===== src/rtl/core_irq_router_pkg.sv =====
package core_irq_router_pkg;

  // fixed source counts per core and pending-word layout
  localparam int unsigned NTMR    = 4;
  localparam int unsigned NMBX    = 4;
  localparam int unsigned PEND_W  = NTMR + NMBX + 2;
  localparam int unsigned TMR_LSB = 0;
  localparam int unsigned MBX_LSB = NTMR;
  localparam int unsigned BIT_SHR = NTMR + NMBX;
  localparam int unsigned BIT_PRF = NTMR + NMBX + 1;

  // byte offsets of the register map
  localparam int unsigned OFS_ROUTE = 'h0C;
  localparam int unsigned OFS_PSET  = 'h10;
  localparam int unsigned OFS_PCLR  = 'h14;
  localparam int unsigned OFS_TMR   = 'h40;
  localparam int unsigned OFS_MBX   = 'h50;
  localparam int unsigned OFS_IPND  = 'h60;
  localparam int unsigned OFS_FPND  = 'h70;
  localparam int unsigned WORD_B    = 4;

  // an enable word: FIQ enables above IRQ enables
  typedef struct packed {
    logic [3:0] fen;
    logic [3:0] ien;
  } ctl_t;

  // steering of a group of level sources with FIQ taking priority
  function automatic logic [3:0] grp_fiq(input logic [3:0] src, input ctl_t c);
    return src & c.fen;
  endfunction

  function automatic logic [3:0] grp_irq(input logic [3:0] src, input ctl_t c);
    return src & c.ien & ~c.fen;
  endfunction

endpackage


===== src/rtl/cir_regs.sv =====
module cir_regs
  import core_irq_router_pkg::*;
#(
  parameter int unsigned NCORES = 4,
  parameter int unsigned ADDR_W = 8,
  parameter int unsigned DATA_W = 32,
  parameter int unsigned CIDX_W = 2
) (
  input  logic                    clk,
  input  logic                    rst,
  input  logic                    bus_we,
  input  logic [ADDR_W-1:0]       bus_addr,
  input  logic [DATA_W-1:0]       bus_wdata,
  output ctl_t [NCORES-1:0]       tmr_ctl,
  output ctl_t [NCORES-1:0]       mbx_ctl,
  output logic [2*CIDX_W-1:0]     shared_route,
  output logic [NCORES-1:0]       pmu_ien,
  output logic [NCORES-1:0]       pmu_fen
);

  localparam logic [ADDR_W-1:0] A_ROUTE = ADDR_W'(OFS_ROUTE);
  localparam logic [ADDR_W-1:0] A_PSET  = ADDR_W'(OFS_PSET);
  localparam logic [ADDR_W-1:0] A_PCLR  = ADDR_W'(OFS_PCLR);

  logic wr_route, wr_pset, wr_pclr;
  logic [NCORES-1:0] wr_tmr, wr_mbx;

  assign wr_route = bus_we && (bus_addr == A_ROUTE);
  assign wr_pset  = bus_we && (bus_addr == A_PSET);
  assign wr_pclr  = bus_we && (bus_addr == A_PCLR);

  // per-core word decode
  for (genvar c = 0; c < NCORES; c++) begin : g_dec
    localparam logic [ADDR_W-1:0] A_T = ADDR_W'(OFS_TMR + WORD_B * c);
    localparam logic [ADDR_W-1:0] A_M = ADDR_W'(OFS_MBX + WORD_B * c);
    assign wr_tmr[c] = bus_we && (bus_addr == A_T);
    assign wr_mbx[c] = bus_we && (bus_addr == A_M);
  end

  always_ff @(posedge clk) begin
    if (rst) begin
      tmr_ctl <= '0;
      mbx_ctl <= '0;
    end else begin
      for (int c = 0; c < NCORES; c++) begin
        if (wr_tmr[c]) tmr_ctl[c] <= ctl_t'(bus_wdata[7:0]);
        if (wr_mbx[c]) mbx_ctl[c] <= ctl_t'(bus_wdata[7:0]);
      end
    end
  end

  always_ff @(posedge clk) begin
    if (rst) begin
      shared_route <= '0;
    end else if (wr_route) begin
      shared_route <= bus_wdata[2*CIDX_W-1:0];
    end
  end

  // set and clear live at different offsets, so they never collide
  always_ff @(posedge clk) begin
    if (rst) begin
      pmu_ien <= '0;
      pmu_fen <= '0;
    end else if (wr_pset) begin
      pmu_ien <= pmu_ien | bus_wdata[NCORES-1:0];
      pmu_fen <= pmu_fen | bus_wdata[4 +: NCORES];
    end else if (wr_pclr) begin
      pmu_ien <= pmu_ien & ~bus_wdata[NCORES-1:0];
      pmu_fen <= pmu_fen & ~bus_wdata[4 +: NCORES];
    end
  end

endmodule


===== src/rtl/cir_steer.sv =====
module cir_steer
  import core_irq_router_pkg::*;
#(
  parameter int unsigned CORE_ID = 0,
  parameter int unsigned CIDX_W  = 2
) (
  input  ctl_t                tctl,
  input  ctl_t                mctl,
  input  logic [NTMR-1:0]     tsrc,
  input  logic [NMBX-1:0]     msrc,
  input  logic                shared_src,
  input  logic [2*CIDX_W-1:0] shared_route,
  input  logic                psrc,
  input  logic                pien,
  input  logic                pfen,
  output logic [PEND_W-1:0]   ipend,
  output logic [PEND_W-1:0]   fpend
);

  localparam logic [CIDX_W-1:0] ME = CIDX_W'(CORE_ID);

  logic hit_irq, hit_fiq;

  assign hit_irq = (shared_route[CIDX_W-1:0] == ME);
  assign hit_fiq = (shared_route[2*CIDX_W-1:CIDX_W] == ME);

  always_comb begin
    ipend = '0;
    fpend = '0;
    ipend[TMR_LSB +: NTMR] = grp_irq(tsrc, tctl);
    fpend[TMR_LSB +: NTMR] = grp_fiq(tsrc, tctl);
    ipend[MBX_LSB +: NMBX] = grp_irq(msrc, mctl);
    fpend[MBX_LSB +: NMBX] = grp_fiq(msrc, mctl);
    fpend[BIT_SHR] = shared_src & hit_fiq;
    ipend[BIT_SHR] = shared_src & hit_irq & ~hit_fiq;
    fpend[BIT_PRF] = psrc & pfen;
    ipend[BIT_PRF] = psrc & pien & ~pfen;
  end

endmodule


===== src/rtl/cir_readmux.sv =====
module cir_readmux
  import core_irq_router_pkg::*;
#(
  parameter int unsigned NCORES = 4,
  parameter int unsigned ADDR_W = 8,
  parameter int unsigned DATA_W = 32,
  parameter int unsigned CIDX_W = 2
) (
  input  logic                     clk,
  input  logic                     rst,
  input  logic [ADDR_W-1:0]        bus_addr,
  input  ctl_t [NCORES-1:0]        tmr_ctl,
  input  ctl_t [NCORES-1:0]        mbx_ctl,
  input  logic [2*CIDX_W-1:0]      shared_route,
  input  logic [NCORES-1:0]        pmu_ien,
  input  logic [NCORES-1:0]        pmu_fen,
  input  logic [NCORES*PEND_W-1:0] ip_flat,
  input  logic [NCORES*PEND_W-1:0] fp_flat,
  output logic [DATA_W-1:0]        bus_rdata
);

  logic [DATA_W-1:0] rd_nxt;
  logic [7:0]        pmu_word;

  always_comb begin
    pmu_word = '0;
    pmu_word[NCORES-1:0]   = pmu_ien;
    pmu_word[4 +: NCORES]  = pmu_fen;
  end

  always_comb begin
    rd_nxt = '0;
    if (bus_addr == ADDR_W'(OFS_ROUTE)) rd_nxt = DATA_W'(shared_route);
    if (bus_addr == ADDR_W'(OFS_PSET) || bus_addr == ADDR_W'(OFS_PCLR))
      rd_nxt = DATA_W'(pmu_word);
    for (int c = 0; c < NCORES; c++) begin
      if (bus_addr == ADDR_W'(OFS_TMR + WORD_B * c)) rd_nxt = DATA_W'(tmr_ctl[c]);
      if (bus_addr == ADDR_W'(OFS_MBX + WORD_B * c)) rd_nxt = DATA_W'(mbx_ctl[c]);
      if (bus_addr == ADDR_W'(OFS_IPND + WORD_B * c))
        rd_nxt = DATA_W'(ip_flat[c*PEND_W +: PEND_W]);
      if (bus_addr == ADDR_W'(OFS_FPND + WORD_B * c))
        rd_nxt = DATA_W'(fp_flat[c*PEND_W +: PEND_W]);
    end
  end

  always_ff @(posedge clk) begin
    if (rst) bus_rdata <= '0;
    else     bus_rdata <= rd_nxt;
  end

endmodule


===== src/rtl/core_irq_router.sv =====
module core_irq_router
  import core_irq_router_pkg::*;
#(
  parameter int unsigned NCORES = 4,
  parameter int unsigned ADDR_W = 8,
  parameter int unsigned DATA_W = 32
) (
  input  logic                   clk,
  input  logic                   rst,
  input  logic                   bus_we,
  input  logic [ADDR_W-1:0]      bus_addr,
  input  logic [DATA_W-1:0]      bus_wdata,
  output logic [DATA_W-1:0]      bus_rdata,
  input  logic [NCORES*NTMR-1:0] timer_src,
  input  logic [NCORES*NMBX-1:0] mbox_src,
  input  logic                   shared_src,
  input  logic [NCORES-1:0]      perf_src,
  output logic [NCORES-1:0]      irq,
  output logic [NCORES-1:0]      fiq
);

  localparam int unsigned CIDX_W = (NCORES > 1) ? $clog2(NCORES) : 1;

  ctl_t [NCORES-1:0]        tmr_ctl;
  ctl_t [NCORES-1:0]        mbx_ctl;
  logic [2*CIDX_W-1:0]      shared_route;
  logic [NCORES-1:0]        pmu_ien;
  logic [NCORES-1:0]        pmu_fen;
  logic [NCORES*PEND_W-1:0] ip_flat;
  logic [NCORES*PEND_W-1:0] fp_flat;

  cir_regs #(
    .NCORES(NCORES), .ADDR_W(ADDR_W), .DATA_W(DATA_W), .CIDX_W(CIDX_W)
  ) u_regs (
    .clk(clk), .rst(rst), .bus_we(bus_we), .bus_addr(bus_addr),
    .bus_wdata(bus_wdata), .tmr_ctl(tmr_ctl), .mbx_ctl(mbx_ctl),
    .shared_route(shared_route), .pmu_ien(pmu_ien), .pmu_fen(pmu_fen)
  );

  for (genvar c = 0; c < NCORES; c++) begin : g_core
    cir_steer #(.CORE_ID(c), .CIDX_W(CIDX_W)) u_steer (
      .tctl(tmr_ctl[c]),
      .mctl(mbx_ctl[c]),
      .tsrc(timer_src[c*NTMR +: NTMR]),
      .msrc(mbox_src[c*NMBX +: NMBX]),
      .shared_src(shared_src),
      .shared_route(shared_route),
      .psrc(perf_src[c]),
      .pien(pmu_ien[c]),
      .pfen(pmu_fen[c]),
      .ipend(ip_flat[c*PEND_W +: PEND_W]),
      .fpend(fp_flat[c*PEND_W +: PEND_W])
    );

    always_ff @(posedge clk) begin
      if (rst) begin
        irq[c] <= 1'b0;
        fiq[c] <= 1'b0;
      end else begin
        irq[c] <= |ip_flat[c*PEND_W +: PEND_W];
        fiq[c] <= |fp_flat[c*PEND_W +: PEND_W];
      end
    end
  end

  cir_readmux #(
    .NCORES(NCORES), .ADDR_W(ADDR_W), .DATA_W(DATA_W), .CIDX_W(CIDX_W)
  ) u_rd (
    .clk(clk), .rst(rst), .bus_addr(bus_addr), .tmr_ctl(tmr_ctl),
    .mbx_ctl(mbx_ctl), .shared_route(shared_route), .pmu_ien(pmu_ien),
    .pmu_fen(pmu_fen), .ip_flat(ip_flat), .fp_flat(fp_flat),
    .bus_rdata(bus_rdata)
  );

endmodule


===== config.mk =====
export PLATFORM = sky130hd
export DESIGN_NAME = core_irq_router
export DESIGN_NICKNAME = d
export VERILOG_FILES = /design/src/rtl/core_irq_router_pkg.sv /design/src/rtl/cir_regs.sv /design/src/rtl/cir_steer.sv /design/src/rtl/cir_readmux.sv /design/src/rtl/core_irq_router.sv
export SDC_FILE = /design/constraint.sdc
export NUM_CORES = 1
export LEC_CHECK = 0
export CORE_UTILIZATION = 55
export DETAILED_ROUTE_END_ITERATION = 6
export DONT_BUFFER_PORTS = 1
export PLACE_DENSITY = 0.77
export SETUP_SLACK_MARGIN = 0.3
export SYNTH_ARGS = -nofsm -noshare
export SYNTH_HDL_FRONTEND = slang
export SYNTH_SLANG_ARGS = --single-unit

===== constraint.sdc =====
create_clock -name clk -period 2.1 [get_ports clk]
set_clock_uncertainty 0.1 [all_clocks]
set_input_delay 0.105 -clock clk [delete_from_list [all_inputs] [get_ports clk]]
set_output_delay 0.105 -clock clk [all_outputs]
set_load 0.005 [all_outputs]

-- After elaboration in Yosys (flattened, before gate mapping)
Index checks and enable logic that the tools add are counted.
- word-level logic and storage cells: 170
- input bits: 80
- bits in registers: 116
- output and inout bits: 40
- reductions and logical operators: 24
- equality and inequality tests: 25
- multiplexer cells: 22
- bitwise logic cells: 70
- operators by type and width (kind ; number):
    10-bit two-way mux ; 14
    8-bit by 7-bit == test with 1-bit output, second input constant ; 16
    4-bit bitwise AND ; 26
    10-bit OR reduction ; 8
    4-bit inverter ; 10
    1-bit bitwise AND ; 24
    8-bit two-way mux ; 3
    4-bit two-way mux ; 5
    18-bit OR reduction ; 1
    8-bit by 5-bit == test with 1-bit output, second input constant ; 2
    1-bit logical AND ; 11
    2-bit == test, second input constant ; 4
    8-bit by 4-bit == test with 1-bit output, second input constant ; 1
    1-bit inverter ; 8
    4-bit bitwise OR ; 2
    2-bit by 1-bit == test with 1-bit output, second input constant ; 2
    2-bit logical NOT ; 2
    2-bit nonzero test ; 1
    1-bit logical OR ; 1

-- Depth between registers and ports, before layout
- word-level depth: 19
- mapped depth: 10

-- Hierarchy
From an unflattened synthesis, not the netlist that was laid out.
- cells, all modules: 795
- area total of the unflattened synthesis: 6658.9 µm²
- modules (own cells, without submodules) (module ; instances ; sequential area each (µm²) ; area each (µm²) ; cells each):
    cir_regs ; 1 ; 1521.5 ; 3181.8 ; 287
    cir_readmux ; 1 ; 200.2 ; 2424.8 ; 345
    core_irq_router ; 1 ; 160.2 ; 444.2 ; 41
    cir_steer at g_core[1].u_steer ... ; 2 ; 0.0 ; 157.7 ; 31
    cir_steer at g_core[0].u_steer ; 1 ; 0.0 ; 148.9 ; 30
    cir_steer at g_core[3].u_steer ; 1 ; 0.0 ; 143.9 ; 30

-- Worst setup path before layout
OpenSTA, ideal clock, no wires.
- kind: in2reg
- start: in bus_addr[5]
- end: reg u_rd.bus_rdata[0]
- arrival time: 1562 ps
- path slack: 316 ps
- stages: 8
- required time: 1878 ps
- path through: buf_4 > buf_6 > or3b_1 > o21ai_0 > a22oi_1 > o21ai_1 > a31oi_1 > a311o_1
- longest elaborated chain between the ends: 19
- elaborated cells between the ends (all ways): 38
- classes of those cells: eq/ne (19); mux (18); reduce/logical (1)
- RTL lines (item ; line ; source):
    start: declaration ; core_irq_router.sv:11 ; input logic [ADDR_W-1:0] bus_addr,
    8-bit by 4-bit == test with 1-bit output or 8-bit by 5-bit == test with 1-bit output (tied branches) ; cir_readmux.sv:33, cir_readmux.sv:34 ;
    4-bit two-way mux or 1-bit logical OR (tied branches) ; cir_readmux.sv:33, cir_readmux.sv:34 ;
    8-bit two-way mux ; cir_readmux.sv:34 ; if (bus_addr == ADDR_W'(OFS_PSET) || bus_addr == ADDR_W'(OFS_PCLR))
    8-bit two-way mux ; cir_readmux.sv:37 ; if (bus_addr == ADDR_W'(OFS_TMR + WORD_B * c)) rd_nxt = DATA_W'(tmr_ctl[c]);
    8-bit two-way mux ; cir_readmux.sv:38 ; if (bus_addr == ADDR_W'(OFS_MBX + WORD_B * c)) rd_nxt = DATA_W'(mbx_ctl[c]);
    10-bit two-way mux ; cir_readmux.sv:39 ; if (bus_addr == ADDR_W'(OFS_IPND + WORD_B * c))
    10-bit two-way mux ; cir_readmux.sv:41 ; if (bus_addr == ADDR_W'(OFS_FPND + WORD_B * c))
    10-bit two-way mux ; cir_readmux.sv:37 ;
    (+3 left out) ; - ;
    10-bit two-way mux ; cir_readmux.sv:37 ;
    10-bit two-way mux ; cir_readmux.sv:38 ;
    10-bit two-way mux ; cir_readmux.sv:39 ;
    10-bit two-way mux ; cir_readmux.sv:41 ;
    10-bit two-way mux ; cir_readmux.sv:37 ;
    10-bit two-way mux ; cir_readmux.sv:38 ;
    10-bit two-way mux ; cir_readmux.sv:39 ;
    10-bit two-way mux (*) ; cir_readmux.sv:41 ;
    end signal: assignment ; cir_readmux.sv:48 ; else bus_rdata <= rd_nxt;
    end: declaration ; cir_readmux.sv:19 ; output logic [DATA_W-1:0] bus_rdata
Every way passes the cells marked *; elsewhere a longest branch is shown, timed or not.
A chain may end at the register's enable or synchronous reset.

-- Worst setup path in the final report
- start: reg u_regs.tmr_ctl[13] (netlist name)
- end: reg u_rd.bus_rdata[5]
- longest elaborated chain between the ends: 12
- RTL lines (item ; line):
    10-bit two-way mux ; cir_readmux.sv:37
    10-bit two-way mux ; cir_readmux.sv:38
    10-bit two-way mux ; cir_readmux.sv:39
    10-bit two-way mux ; cir_readmux.sv:41
    10-bit two-way mux ; cir_readmux.sv:37
    10-bit two-way mux ; cir_readmux.sv:38
    10-bit two-way mux ; cir_readmux.sv:39
    10-bit two-way mux ; cir_readmux.sv:41
    10-bit two-way mux ; cir_readmux.sv:37
    10-bit two-way mux ; cir_readmux.sv:38
    10-bit two-way mux ; cir_readmux.sv:39
    10-bit two-way mux ; cir_readmux.sv:41
No other way between the ends.

==> summary.md <==
| Metric | Value |
|---|---|
| GRT Resource Usage Total | `45.2%` |
| Final setup margin | `0.279 ns` |
| VDD IR max | `0.641 mV` |
| Grt total ovfl | `0` |
| Post-synthesis sequential element count | `94` |
| Cts bufs inserted | `9` |
| Starting utilization of the core area | `56.9%` |
| DRC viols | `16` |
| RSZ-0062 raised after global routing | `yes` |
| Total of warnings raised by yosys | `0` |
| Violations in the final reports | `design-rule violations, negative hold slack` |
| Post-Syn Area | `6190 um^2` |
| Number of top-level design ports | `120` |
| Ratio of cells with drive above 1 in the final layout | `12.8%` |
| Setup slack after placement | `0.178 ns` |
| Port-buffer cells | `0` |
| Die area | `11700 um^2` |
| H-tree Lvls | `3` |
| Root buf cell | `sky130_fd_sc_hd__clkbuf_8` |
| Antenna violations before repair | `1` |
| Startpoint Class | `flop` |
| Post-synth top area share | `30.4%` |
| Net switching fraction of the power | `28.0%` |
| Number of sinks on the clock net | `94` |
| Hold WC Path Type | `in -> reg` |
| First-pass GRT wire length | `38700 um` |
| Maximum number of pins on one net before global-route repair | `97` |
| Later-pin clock latency in the skew report | `0.40 ns` |
| Synthesized area divided by synthesized cell count | `7.21 um^2` |
| Type of element capturing the critical path | `flop` |
| Count of mapped cells out of synthesis | `859` |
| Data arrival time of the critical path | `2.07 ns` |
| Max Cap Violations | `0` |
| Cell area after layout | `7370 um^2` |
| Final critical-path share of the clock period | `86.7%` |
| Placer's final routability congestion estimate | `1.09` |
| Total number of nets in the final design | `994` |
| Combinational group share of total power | `10.8%` |
| Synth top area cells | `sky130_fd_sc_hd__dfxtp_1 (30%), sky130_fd_sc_hd__a21oi_1 (9.7%), sky130_fd_sc_hd__nand2_1 (8.7%), sky130_fd_sc_hd__nand3_1 (6.5%), sky130_fd_sc_hd__o21ai_0 (3.6%)` |
| Number of nets with antenna violations after detailed routing | `0` |
| Number of hold violations in the final report | `14` |
| Pins over their slew limit | `0` |
| Status | `complete, but fails checks` |
| Worst relative slew slack | `62.2%` |
| Signed area change from the synthesized netlist to the final layout | `19.0%` |
| Core Rows | `38` |
| Setup TNS | `0 ns` |
| Half-perimeter wire length of the detailed placement result | `18500 um` |
| Unique masters post-synth | `76` |
| Via count | `7623` |
| CTS max path bufs | `2` |
| Number of global-route vias before repair | `6790` |
| Final Hold Slack | `-0.255 ns` |
| Vertical die dimension | `108 um` |
| Part of the total power dissipated in the clock network | `37.8%` |
| Part of the Yosys area used for sequential elements | `30.4%` |
| Worst Path Max Fanout | `5` |
| Clock input transition at the sequential cells of the worst setup and hold paths | `0.11 ns` |
| P per Cell Area | `472 nW/um^2` |
| Switching power | `0.976 mW` |
| WS Path Type | `reg -> reg` |
| Slew at the pin closest to its max-slew limit | `0.567 ns` |
| Cell taking the most area after synthesis | `sky130_fd_sc_hd__dfxtp_1` |
| Most frequently used flop master after synthesis | `sky130_fd_sc_hd__dfxtp_1` |
| Via count normalized by instance count | `7.19` |
| TritonCTS clock tree | `built` |
| Post-synth EDFFs | `0` |
| Dpl cell area | `6340 um^2` |
| Detailed Route WL | `28200 um` |
| Leak pwr | `2.45 nW` |
| Number of failing setup endpoints in the final timing report | `0` |
| First-pass iteration count of the detailed router | `7` |
| Number of DRC markers after the initial detailed-route iteration | `1340` |
| Core outline area | `10900 um^2` |
| Fraction of power consumed by sequential logic | `51.4%` |
| Share of async-settable or async-resettable flops after synthesis | `0%` |
| Data required time of the critical path | `2.35 ns` |
| Post-DR wirelength/cell | `26.6 um` |
| Horizontal die dimension | `108 um` |
| Power Internal | `2.50 mW` |
| Final Critical Period | `1.82 ns` |
| Maximum achievable frequency | `549 MHz` |
## worst max-delay path, stage by stage (launching register included)
cell,delay [ns]
sky130_fd_sc_hd__dfxtp_2,0.44
sky130_fd_sc_hd__a21oi_1,0.09
sky130_fd_sc_hd__a211oi_1,0.28
sky130_fd_sc_hd__o2bb2ai_1,0.17
sky130_fd_sc_hd__o211ai_1,0.18
sky130_fd_sc_hd__a222oi_1,0.35
sky130_fd_sc_hd__o21a_1,0.19
## Yosys cell counts (10+ instances only)
cell type	instances
sky130_fd_sc_hd__nand2_1	143
sky130_fd_sc_hd__a21oi_1	120
sky130_fd_sc_hd__dfxtp_1	94
sky130_fd_sc_hd__nand3_1	81
sky130_fd_sc_hd__o21ai_0	44
sky130_fd_sc_hd__clkbuf_1	42
sky130_fd_sc_hd__nor2_1	38
sky130_fd_sc_hd__buf_4	29
sky130_fd_sc_hd__buf_2	24
sky130_fd_sc_hd__nand3b_1	18
sky130_fd_sc_hd__nor2b_1	12
sky130_fd_sc_hd__a211oi_1	11
sky130_fd_sc_hd__nor3_1	11
sky130_fd_sc_hd__a22oi_1	10
## per-stage QoR
| stage | power, mW | util (%) | hold slack (ns) | cells |
|---|---|---|---|---|
| floorplan | 2.12 | - | 0.153 | 880 |
| global placement | 2.07 | 58.2 | 0.0824 | 973 |
| detailed placement | 2.07 | 58.2 | 0.0840 | 973 |
| CTS | 3.33 | 64.0 | -0.334 | 1029 |
| global route | 3.53 | 67.7 | -0.274 | 1060 |
| finish | 3.48 | 67.7 | -0.255 | 1060 |
## timing repair
| action | in CTS | in global routing |
|---|---|---|
| pin swaps | 2 | 13 |
| endpoints found under the setup margin | 4 | 35 |
| buffers inserted | 0 | 1 |
| hold buffers | 40 | 29 |
| resized for setup | 8 | 29 |
| hold endpoints to repair | 94 | 58 |
## worst paths after layout
kind                                        start                              to  slack (ns)  depth (start not counted)
hold / removal                        bus_addr[2]                            flop       -0.25                          1
setup reg to reg  u_regs.tmr_ctl[13]$_SDFFE_PP0P_    u_rd.bus_rdata[5]$_SDFF_PP0_        0.28                          6
hold reg to reg    u_regs.mbx_ctl[4]$_SDFFE_PP0P_  u_regs.mbx_ctl[4]$_SDFFE_PP0P_        0.40                          2
setup / recovery  u_regs.tmr_ctl[13]$_SDFFE_PP0P_    u_rd.bus_rdata[5]$_SDFF_PP0_        0.28                          6
## cells in the final DEF (no fill, tap or decap), types with 9 or more instances in the layout
master | netlist | layout
sky130_fd_sc_hd__a211oi_1 | 11 | 9
sky130_fd_sc_hd__a21oi_1 | 120 | 119
sky130_fd_sc_hd__a22oi_1 | 10 | 10
sky130_fd_sc_hd__a31oi_1 | 9 | 9
sky130_fd_sc_hd__buf_4 | 29 | 51
sky130_fd_sc_hd__clkbuf_8 | 0 | 9
sky130_fd_sc_hd__conb_1 | 1 | 22
sky130_fd_sc_hd__dfxtp_1 | 94 | 81
sky130_fd_sc_hd__dfxtp_2 | 0 | 11
sky130_fd_sc_hd__dlygate4sd3_1 | 0 | 68
sky130_fd_sc_hd__nand2_1 | 143 | 140
sky130_fd_sc_hd__nand2b_1 | 9 | 9
sky130_fd_sc_hd__nand3_1 | 81 | 81
sky130_fd_sc_hd__nand3b_1 | 18 | 18
sky130_fd_sc_hd__nor2_1 | 38 | 38
sky130_fd_sc_hd__nor2b_1 | 12 | 11
sky130_fd_sc_hd__nor3_1 | 11 | 11
sky130_fd_sc_hd__o21ai_0 | 44 | 43
## metal layers
metal  wire length (um)  global-route usage, %
met1              10400                   60.8
met2              11600                   65.1
met3               4690                   15.9
met4               1520                   18.7
met5                  0                      0
## sequential cells by signal, indices dropped and copies added (netlist names), named ones only
name and cells:
u_regs.tmr_ctl 32, fiq 4, irq 4, u_rd.bus_rdata 10, u_regs.shared_route 4, u_regs.mbx_ctl 32
## cell families after synthesis
group	Yosys count	synth area share, %
multiplexers	4	0.667
AND/OR/NAND/NOR	366	30.4
flip-flops	94	30.4
other	1	0.0605
AO/OA/AOI/OAI	288	29.6
buffers and inverters	106	8.81
## power groups by stage
stage / Sequential (mW) / Combinational (mW) / Clock, mW
after floorplan: 1.83 / 0.289 / 0
after global placement: 1.83 / 0.239 / 0
after detailed placement: 1.83 / 0.240 / 0
after CTS: 1.79 / 0.259 / 1.28
after global routing: 1.79 / 0.393 / 1.35
final: 1.79 / 0.376 / 1.31
## area by class of cell
type / count / area, um^2
multi-input combinational: 680 / 3950
inverter: 7 / 26.3
sequential: 94 / 1900
timing repair buffer: 122 / 1110
clock inverter: 7 / 80.1
clock buffer: 9 / 124
antenna: 1 / 2.50
tap: 140 / 175
fill: 935 / 3520
Power figures use the tool's default switching activity.
